--- config.mk ---
export PLATFORM = sky130hd
export DESIGN_NAME = xlat_cache
export DESIGN_NICKNAME = d
export VERILOG_FILES = /design/src/rtl/xlat_pkg.sv /design/src/rtl/xlat_victim.sv /design/src/rtl/xlat_store.sv /design/src/rtl/xlat_cache.sv
export SDC_FILE = /design/constraint.sdc
export NUM_CORES = 2
export LEC_CHECK = 0
export BUFFER_PORTS_ARGS = -buffer_cell sky130_fd_sc_hd__buf_2
export CORE_UTILIZATION = 25
export CTS_CLUSTER_SIZE = 12
export DETAILED_ROUTE_END_ITERATION = 7
export SYNTH_ARGS = -nofsm -noshare
export SYNTH_HDL_FRONTEND = slang
export SYNTH_HIERARCHICAL = 1
export SYNTH_SLANG_ARGS = --single-unit
--- constraint.sdc ---
create_clock -name clk -period 7.3 [get_ports clk]
set_input_delay 0 -clock clk [delete_from_list [all_inputs] [get_ports clk]]
set_output_delay 0 -clock clk [all_outputs]
set_load 0.02 [all_outputs]
--- src/rtl/xlat_pkg.sv ---
package xlat_pkg;
  localparam int VA_W   = 32;
  localparam int PG_LSB = 12;
  localparam int IDX_W  = 4;
  localparam int PPN_W  = VA_W - PG_LSB;
  localparam int TAG_W  = VA_W - PG_LSB - IDX_W + 1;

  typedef logic [TAG_W-1:0] tag_t;
  typedef logic [PPN_W-1:0] ppn_t;
  typedef logic [VA_W-1:0]  va_t;

  // set index: shifted up by one bit for large pages
  function automatic logic [IDX_W-1:0] set_of(input va_t la, input logic big);
    return big ? la[PG_LSB+1 +: IDX_W] : la[PG_LSB +: IDX_W];
  endfunction

  // tag: privilege plus upper bits; lowest tag bit is an index bit for large pages
  function automatic tag_t tag_of(input va_t la, input logic priv, input logic big);
    tag_t t;
    t = {priv, la[VA_W-1 -: TAG_W-1]};
    if (big) t[0] = 1'b0;
    return t;
  endfunction

  function automatic va_t phys_of(input va_t la, input ppn_t ppn, input logic big);
    va_t pa;
    pa = {ppn, la[PG_LSB-1:0]};
    if (big) pa[PG_LSB] = la[PG_LSB];
    return pa;
  endfunction
endpackage

--- src/rtl/xlat_victim.sv ---
module xlat_victim #(
  parameter int WAYS = 4
) (
  input  logic                     clk,
  input  logic                     rst_n,
  input  logic                     access,
  input  logic [WAYS-1:0]          row_valid,
  output logic [$clog2(WAYS)-1:0]  victim,
  output logic [$clog2(WAYS)-1:0]  ctr
);
  localparam int WAY_W = $clog2(WAYS);

  always_ff @(posedge clk) begin
    if (!rst_n)      ctr <= '0;
    else if (access) ctr <= ctr + 1'b1;
  end

  always_comb begin
    logic found;
    found  = 1'b0;
    victim = ctr;
    for (int w = 0; w < WAYS; w++) begin
      if (!found && !row_valid[w]) begin
        victim = WAY_W'(w);
        found  = 1'b1;
      end
    end
  end
endmodule

--- src/rtl/xlat_store.sv ---
module xlat_store
  import xlat_pkg::*;
#(
  parameter int WAYS = 4
) (
  input  logic                        clk,
  input  logic                        rst_n,
  input  logic                        flush,
  input  logic [IDX_W-1:0]            lk_set,
  input  tag_t                        lk_tag,
  output logic [WAYS-1:0]             hit_vec,
  output ppn_t                        hit_ppn,
  output logic                        hit_wp,
  input  logic                        wr_en,
  input  logic [IDX_W-1:0]            wr_set,
  input  logic [$clog2(WAYS)-1:0]     wr_way,
  input  tag_t                        wr_tag,
  input  ppn_t                        wr_ppn,
  input  logic                        wr_wp,
  output logic [WAYS-1:0]             wr_row_valid,
  output logic [(WAYS<<IDX_W)-1:0]    valid_flat
);
  localparam int WAY_W = $clog2(WAYS);
  localparam int SLOTS = WAYS << IDX_W;
  localparam int SLOT_W = IDX_W + WAY_W;

  logic [SLOTS-1:0] vld;
  tag_t             tags [SLOTS];
  ppn_t             ppns [SLOTS];
  logic [SLOTS-1:0] wps;

  wire [SLOT_W-1:0] wr_slot = {wr_set, wr_way};

  always_ff @(posedge clk) begin
    if (!rst_n || flush)  vld <= '0;
    else if (wr_en)       vld[wr_slot] <= 1'b1;
  end

  always_ff @(posedge clk) begin
    if (wr_en && !flush) begin
      tags[wr_slot] <= wr_tag;
      ppns[wr_slot] <= wr_ppn;
      wps[wr_slot]  <= wr_wp;
    end
  end

  for (genvar w = 0; w < WAYS; w++) begin : g_way
    wire [SLOT_W-1:0] lk_slot = {lk_set, WAY_W'(w)};
    wire [SLOT_W-1:0] rw_slot = {wr_set, WAY_W'(w)};
    assign hit_vec[w]      = vld[lk_slot] && (tags[lk_slot] == lk_tag);
    assign wr_row_valid[w] = vld[rw_slot];
  end

  always_comb begin
    hit_ppn = '0;
    hit_wp  = 1'b0;
    for (int w = 0; w < WAYS; w++) begin
      if (hit_vec[w]) begin
        hit_ppn = hit_ppn | ppns[{lk_set, WAY_W'(w)}];
        hit_wp  = hit_wp  | wps[{lk_set, WAY_W'(w)}];
      end
    end
  end

  assign valid_flat = vld;
endmodule

--- src/rtl/xlat_cache.sv ---
module xlat_cache
  import xlat_pkg::*;
#(
  parameter int WAYS = 4
) (
  input  logic        clk,
  input  logic        rst_n,
  input  logic        page8k,
  input  logic        flush,
  input  logic        req_valid,
  input  logic [31:0] req_addr,
  input  logic        req_super,
  input  logic        req_write,
  output logic        rsp_valid,
  output logic        rsp_hit,
  output logic        rsp_miss,
  output logic        rsp_fault,
  output logic [31:0] rsp_paddr,
  input  logic        fill_valid,
  input  logic [31:0] fill_addr,
  input  logic        fill_super,
  input  logic [19:0] fill_ppn,
  input  logic        fill_wp
);
  localparam int WAY_W  = $clog2(WAYS);
  localparam int SLOTS  = WAYS << IDX_W;
  localparam int SLOT_W = IDX_W + WAY_W;

  // named internal events for the checker
  logic [WAYS-1:0]  hit_vec;
  logic [WAYS-1:0]  row_valid;
  logic [SLOTS-1:0] valid_flat;
  logic [WAY_W-1:0] fill_way;
  logic [WAY_W-1:0] repl_ctr;
  ppn_t             hit_ppn;
  logic             hit_wp;

  wire [IDX_W-1:0]  lk_set    = set_of(req_addr, page8k);
  wire tag_t        lk_tag    = tag_of(req_addr, req_super, page8k);
  wire [IDX_W-1:0]  fl_set    = set_of(fill_addr, page8k);
  wire tag_t        fl_tag    = tag_of(fill_addr, fill_super, page8k);
  wire              fill_fire = fill_valid && !flush;
  wire [SLOT_W-1:0] fill_slot = {fl_set, fill_way};
  wire              lk_hit    = |hit_vec;

  xlat_store #(.WAYS(WAYS)) u_store (
    .clk          (clk),
    .rst_n        (rst_n),
    .flush        (flush),
    .lk_set       (lk_set),
    .lk_tag       (lk_tag),
    .hit_vec      (hit_vec),
    .hit_ppn      (hit_ppn),
    .hit_wp       (hit_wp),
    .wr_en        (fill_fire),
    .wr_set       (fl_set),
    .wr_way       (fill_way),
    .wr_tag       (fl_tag),
    .wr_ppn       (fill_ppn),
    .wr_wp        (fill_wp),
    .wr_row_valid (row_valid),
    .valid_flat   (valid_flat)
  );

  xlat_victim #(.WAYS(WAYS)) u_victim (
    .clk       (clk),
    .rst_n     (rst_n),
    .access    (req_valid),
    .row_valid (row_valid),
    .victim    (fill_way),
    .ctr       (repl_ctr)
  );

  always_ff @(posedge clk) begin
    if (!rst_n) begin
      rsp_valid <= 1'b0;
      rsp_hit   <= 1'b0;
      rsp_miss  <= 1'b0;
      rsp_fault <= 1'b0;
      rsp_paddr <= '0;
    end else begin
      rsp_valid <= req_valid;
      rsp_hit   <= req_valid && lk_hit;
      rsp_miss  <= req_valid && !lk_hit;
      rsp_fault <= req_valid && lk_hit && hit_wp && req_write;
      rsp_paddr <= (req_valid && lk_hit) ? phys_of(req_addr, hit_ppn, page8k) : '0;
    end
  end
endmodule

==> flow_summary.yaml <==
cts:
  cts_hold_buf: 86
  number_of_buffers_created_by_cts: 243
  clk_pin_slew_ns: 0.06
  cts_num_sinks: 2534
  clock_tree_root: "clkbuf_16"
  postCtsSetupBuffers: 0
  h-tree-depth: 4
  ctsLongestPathBuffers: 4
  clock_tree_from_tritoncts: "yes"
  cts.repair.resized: 0
  clock_insertion_delay_worst_skew_ns: 0.89
timing:
  maxSlewHeadroom_pct: 12.8
  max_slew_violation_total_from_the_final_report: 0
  fin_setup_tns_ns: 0
  max_slew.worst_pin.slew_ns: 1.31
  final-hold-violation-count: 0
  period_minus_ws_final_ns: 5.39
  rsz0062_at_grt: "false"
  finalWorstSetupSlack_ns: 1.91
  timing.fmax_mhz: 186
  fin_worst_hold_slack_ns: 0.0504
  setup_viol: 0
  fin_skew_ns: 0.0466
  final_critical_path_share_of_the_clock_period_pct: 73.8
routing:
  routed_via_density: 4.81
  dr.pass1.iters: 6
  drc_errors: 0
  drt_wl_total_mm: 271
  detail_route.iter0.violations: 5574
  ant_nets: 1
  routed-via-count: 49400
  drt_wl_cell_um: 26.4
run:
  max_cap_violations: 0
floorplanning:
  row_count: 230
  initial_utilization_pct: 25.2
  dieArea_um2: 399000
  floorplan.die.width_um: 632
  die_y_um: 632
  fp.coreArea_um2: 393000
  top_level_ports: 130
synthesis:
  postSynthRegisterBits: 2534
  syn_inst: 4610
  edff_count_synth: 2432
  yosysTopAreaCellShare_pct: 73.7
  synthesis.area_per_instance_um2: 21.5
  synth.yosys.seq_area_share_pct: 75.7
  yosys_most_used_dff: "edfxtp_1"
  netlist.top_cell.by_area: "edfxtp_1"
  ys_top_cells_by_area: "edfxtp_1 74%, mux4_2 14%, dfxtp_1 2.1%, mux2i_1 2.1%, mux2_2 0.64%"
  mappedNetlistArea_um2: 99100
  synth.net_count: 4704
  synth.most_common_cell: "edfxtp_1"
  synthArstFlopShare_pct: 0
  synth-warning-count: 6
  synth.top_cells.by_count: "2,432 x edfxtp_1, 609 x mux4_2, 203 x mux2i_1"
  synthDistinctLibCells: 81
grt:
  grt_antenna_before_repair: 24
  grt_util_overall_pct: 13.2
  grt_pass1_wl_mm: 382
  grt.overflow.total: 0
  grt_max_degree: 155
  via_count_of_the_first_global_routing_pass: 50100
power:
  pwr_density_cell_nw_per_um2: 255
  cellLeakagePower_uw: 0.0349
  irDropWorstVdd_mv: 0.204
critical_path:
  timing.setup.critical_path_class: "in -> reg"
  crit_start: "req_addr[12]"
  slowest_stage_delay_on_critical_path_ns: 0.68
  worst-endpoint-required_ns: 8.13
  rr_startpoint: "u_store/valid_flat[63]"
  rrSetupSlack_ns: 2.78
  worst-path-buf-inv: 6
  critPathLaunchType: "input port"
  reg2reg_depth: 7
  category_of_cells_accounting_for_the_largest_share_of_critical_path_delay: "buffers and inverters"
  crit_path_top_delay_cell: "and4_1"
  timing.critical_path.to_type: "flop"
  worst_path_cell_chain: "dlygate4sd3_1 -> buf_2 -> mux2_8 -> buf_12 -> mux4_2 -> mux2i_1 -> xnor2_1 -> nand4_1 -> a221oi_1 -> and4_1 -> buf_4 -> and2_1 -> nor4_4 -> buf_4 -> nor3b_1 -> dlygate4sd3_1"
  critical_path.max_fanout: 100
  crit_arrival_ns: 6.22
  crit_reg_reg_endpoint: "u_store/ppns[55][16]"
final_layout:
  area_added_between_synthesis_and_finish_pct: 15.4
  finalNonFillerCells: 10300
  drive_gt1_share_pct: 26.5
  layout.nets: 5049
  num-fill-cells: 37900
placement:
  place.port_buffers: 117
  place_congestion: 0.835
  cell_count_post_placement: 9844
  dp_worst_setup_slack_ns: 1.65
  detailed_place_hpwl_mm: 150
min_path:
  worst_hold_path_type: "in -> reg"
  worstHoldEndpoint: "u_store/valid_flat[37]"
  hold_path_depth: 6
  holdCritStartpoint: "fill_valid"
outcome:
  failed_checks: "antenna violations"
  run_status: "finished, violations left"
==> kinds of logic (layout without fill, tap and decap cells) <==
kind of cell / Yosys count / in the layout / share of synthesized area, %
and+or+nand+nor: 489 / 489 / 2.55
AOI/OAI and AO/OA: 342 / 342 / 2.52
buffers and inverters: 292 / 718 / 1.63
muxes: 884 / 884 / 16.9
DFF: 2534 / 2534 / 75.7
xor gates and xnor gates: 69 / 69 / 0.610
other: 0 / 14 / 0
==> worst reg2reg max path, delay by kind of cell (launching register included) <==
family | cells | cell delay (ns)
buffers and inverters | 1 | 0.47
flip-flops | 1 | 0.32
AND/OR/NAND/NOR | 3 | 1.94
AO/OA/AOI/OAI | 1 | 0.46
multiplexers | 2 | 1.00
==> worst max-delay path by stage <==
stage | to | slack (ns) | cells after the start
final | rsp_paddr[2] | 1.91 | 16
after global routing | rsp_paddr[2] | 1.56 | 16
after CTS | rsp_paddr[1] | 1.88 | 16
after detailed placement | u_store/wps[55] | 1.65 | 9
after global placement | u_store/ppns[27][15] | 1.72 | 13
after floorplan | u_store/ppns[13][0] | 1.95 | 15
==> placed cells by master (no fill, tap or decap), types with 37 or more instances in the layout <==
| cell | synthesis | layout |
|---|---|---|
| a22oi_1 | 43 | 43 |
| mux2i_1 | 203 | 202 |
| clkbuf_1 | 86 | 53 |
| dfxtp_1 | 102 | 102 |
| xnor2_1 | 41 | 41 |
| buf_2 | 88 | 117 |
| a21oi_1 | 91 | 91 |
| nand2_1 | 77 | 76 |
| nand3_1 | 54 | 54 |
| o22ai_1 | 41 | 41 |
| buf_4 | 38 | 151 |
| mux4_2 | 609 | 609 |
| nor3b_1 | 37 | 37 |
| dlygate4sd3_1 | 0 | 86 |
| mux2_2 | 56 | 52 |
| edfxtp_1 | 2432 | 2432 |
| clkbuf_16 | 0 | 244 |
| nor2_1 | 160 | 93 |
| nor2_4 | 0 | 64 |
| nand2b_1 | 39 | 38 |
==> metrics by stage <==
stage | instance area (um^2) | utilization [%] | power (uW)
2_1_floorplan | 99100 | - | 17500
3_3_place_gp | 107000 | 27.2 | 18200
4_1_cts | 114000 | 29.1 | 29400
3_5_place_dp | 107000 | 27.2 | 18300
5_1_grt | 114000 | 29.1 | 30000
6_report | 114000 | 29.1 | 29200
==> routing by layer <==
metal / routed length (um) / GRT usage (%) / vias to the layer above
met5: 35 / 0 / -
met4: 8630 / 4.19 / 8
met3: 17800 / 1.64 / 442
met2: 139000 / 23.3 / 2116
met1: 105000 / 16.7 / 26900
li1: - / - / 19900
==> power by group <==
part	internal [uW]	switching, uW
registers	16000	7.96
logic	788	1230
clock network	6150	5050
total	22900	6290
==> sequential cells by signal (all words and copies together), names as in the netlist, 2 cells and up <==
register and count:
u_store/valid_flat 64, u_store/tags 1088, rsp_paddr 32, u_victim/ctr 2, u_store/ppns 1280, u_store/wps 64
==> layout make-up <==
cell class,count,area (um^2),area share (%)
flip-flops and latches,2534,75100,65.6
multi-input cells,1784,23000,20.1
well taps,5220,6530,5.71
clock buffers,304,6400,5.59
repair buffers,380,3100,2.71
clock inverters,22,216,0.189
inverters,12,52.6,0.0459
diodes,14,35.0,0.0306
No activity file was read; power rests on OpenSTA's default activity.
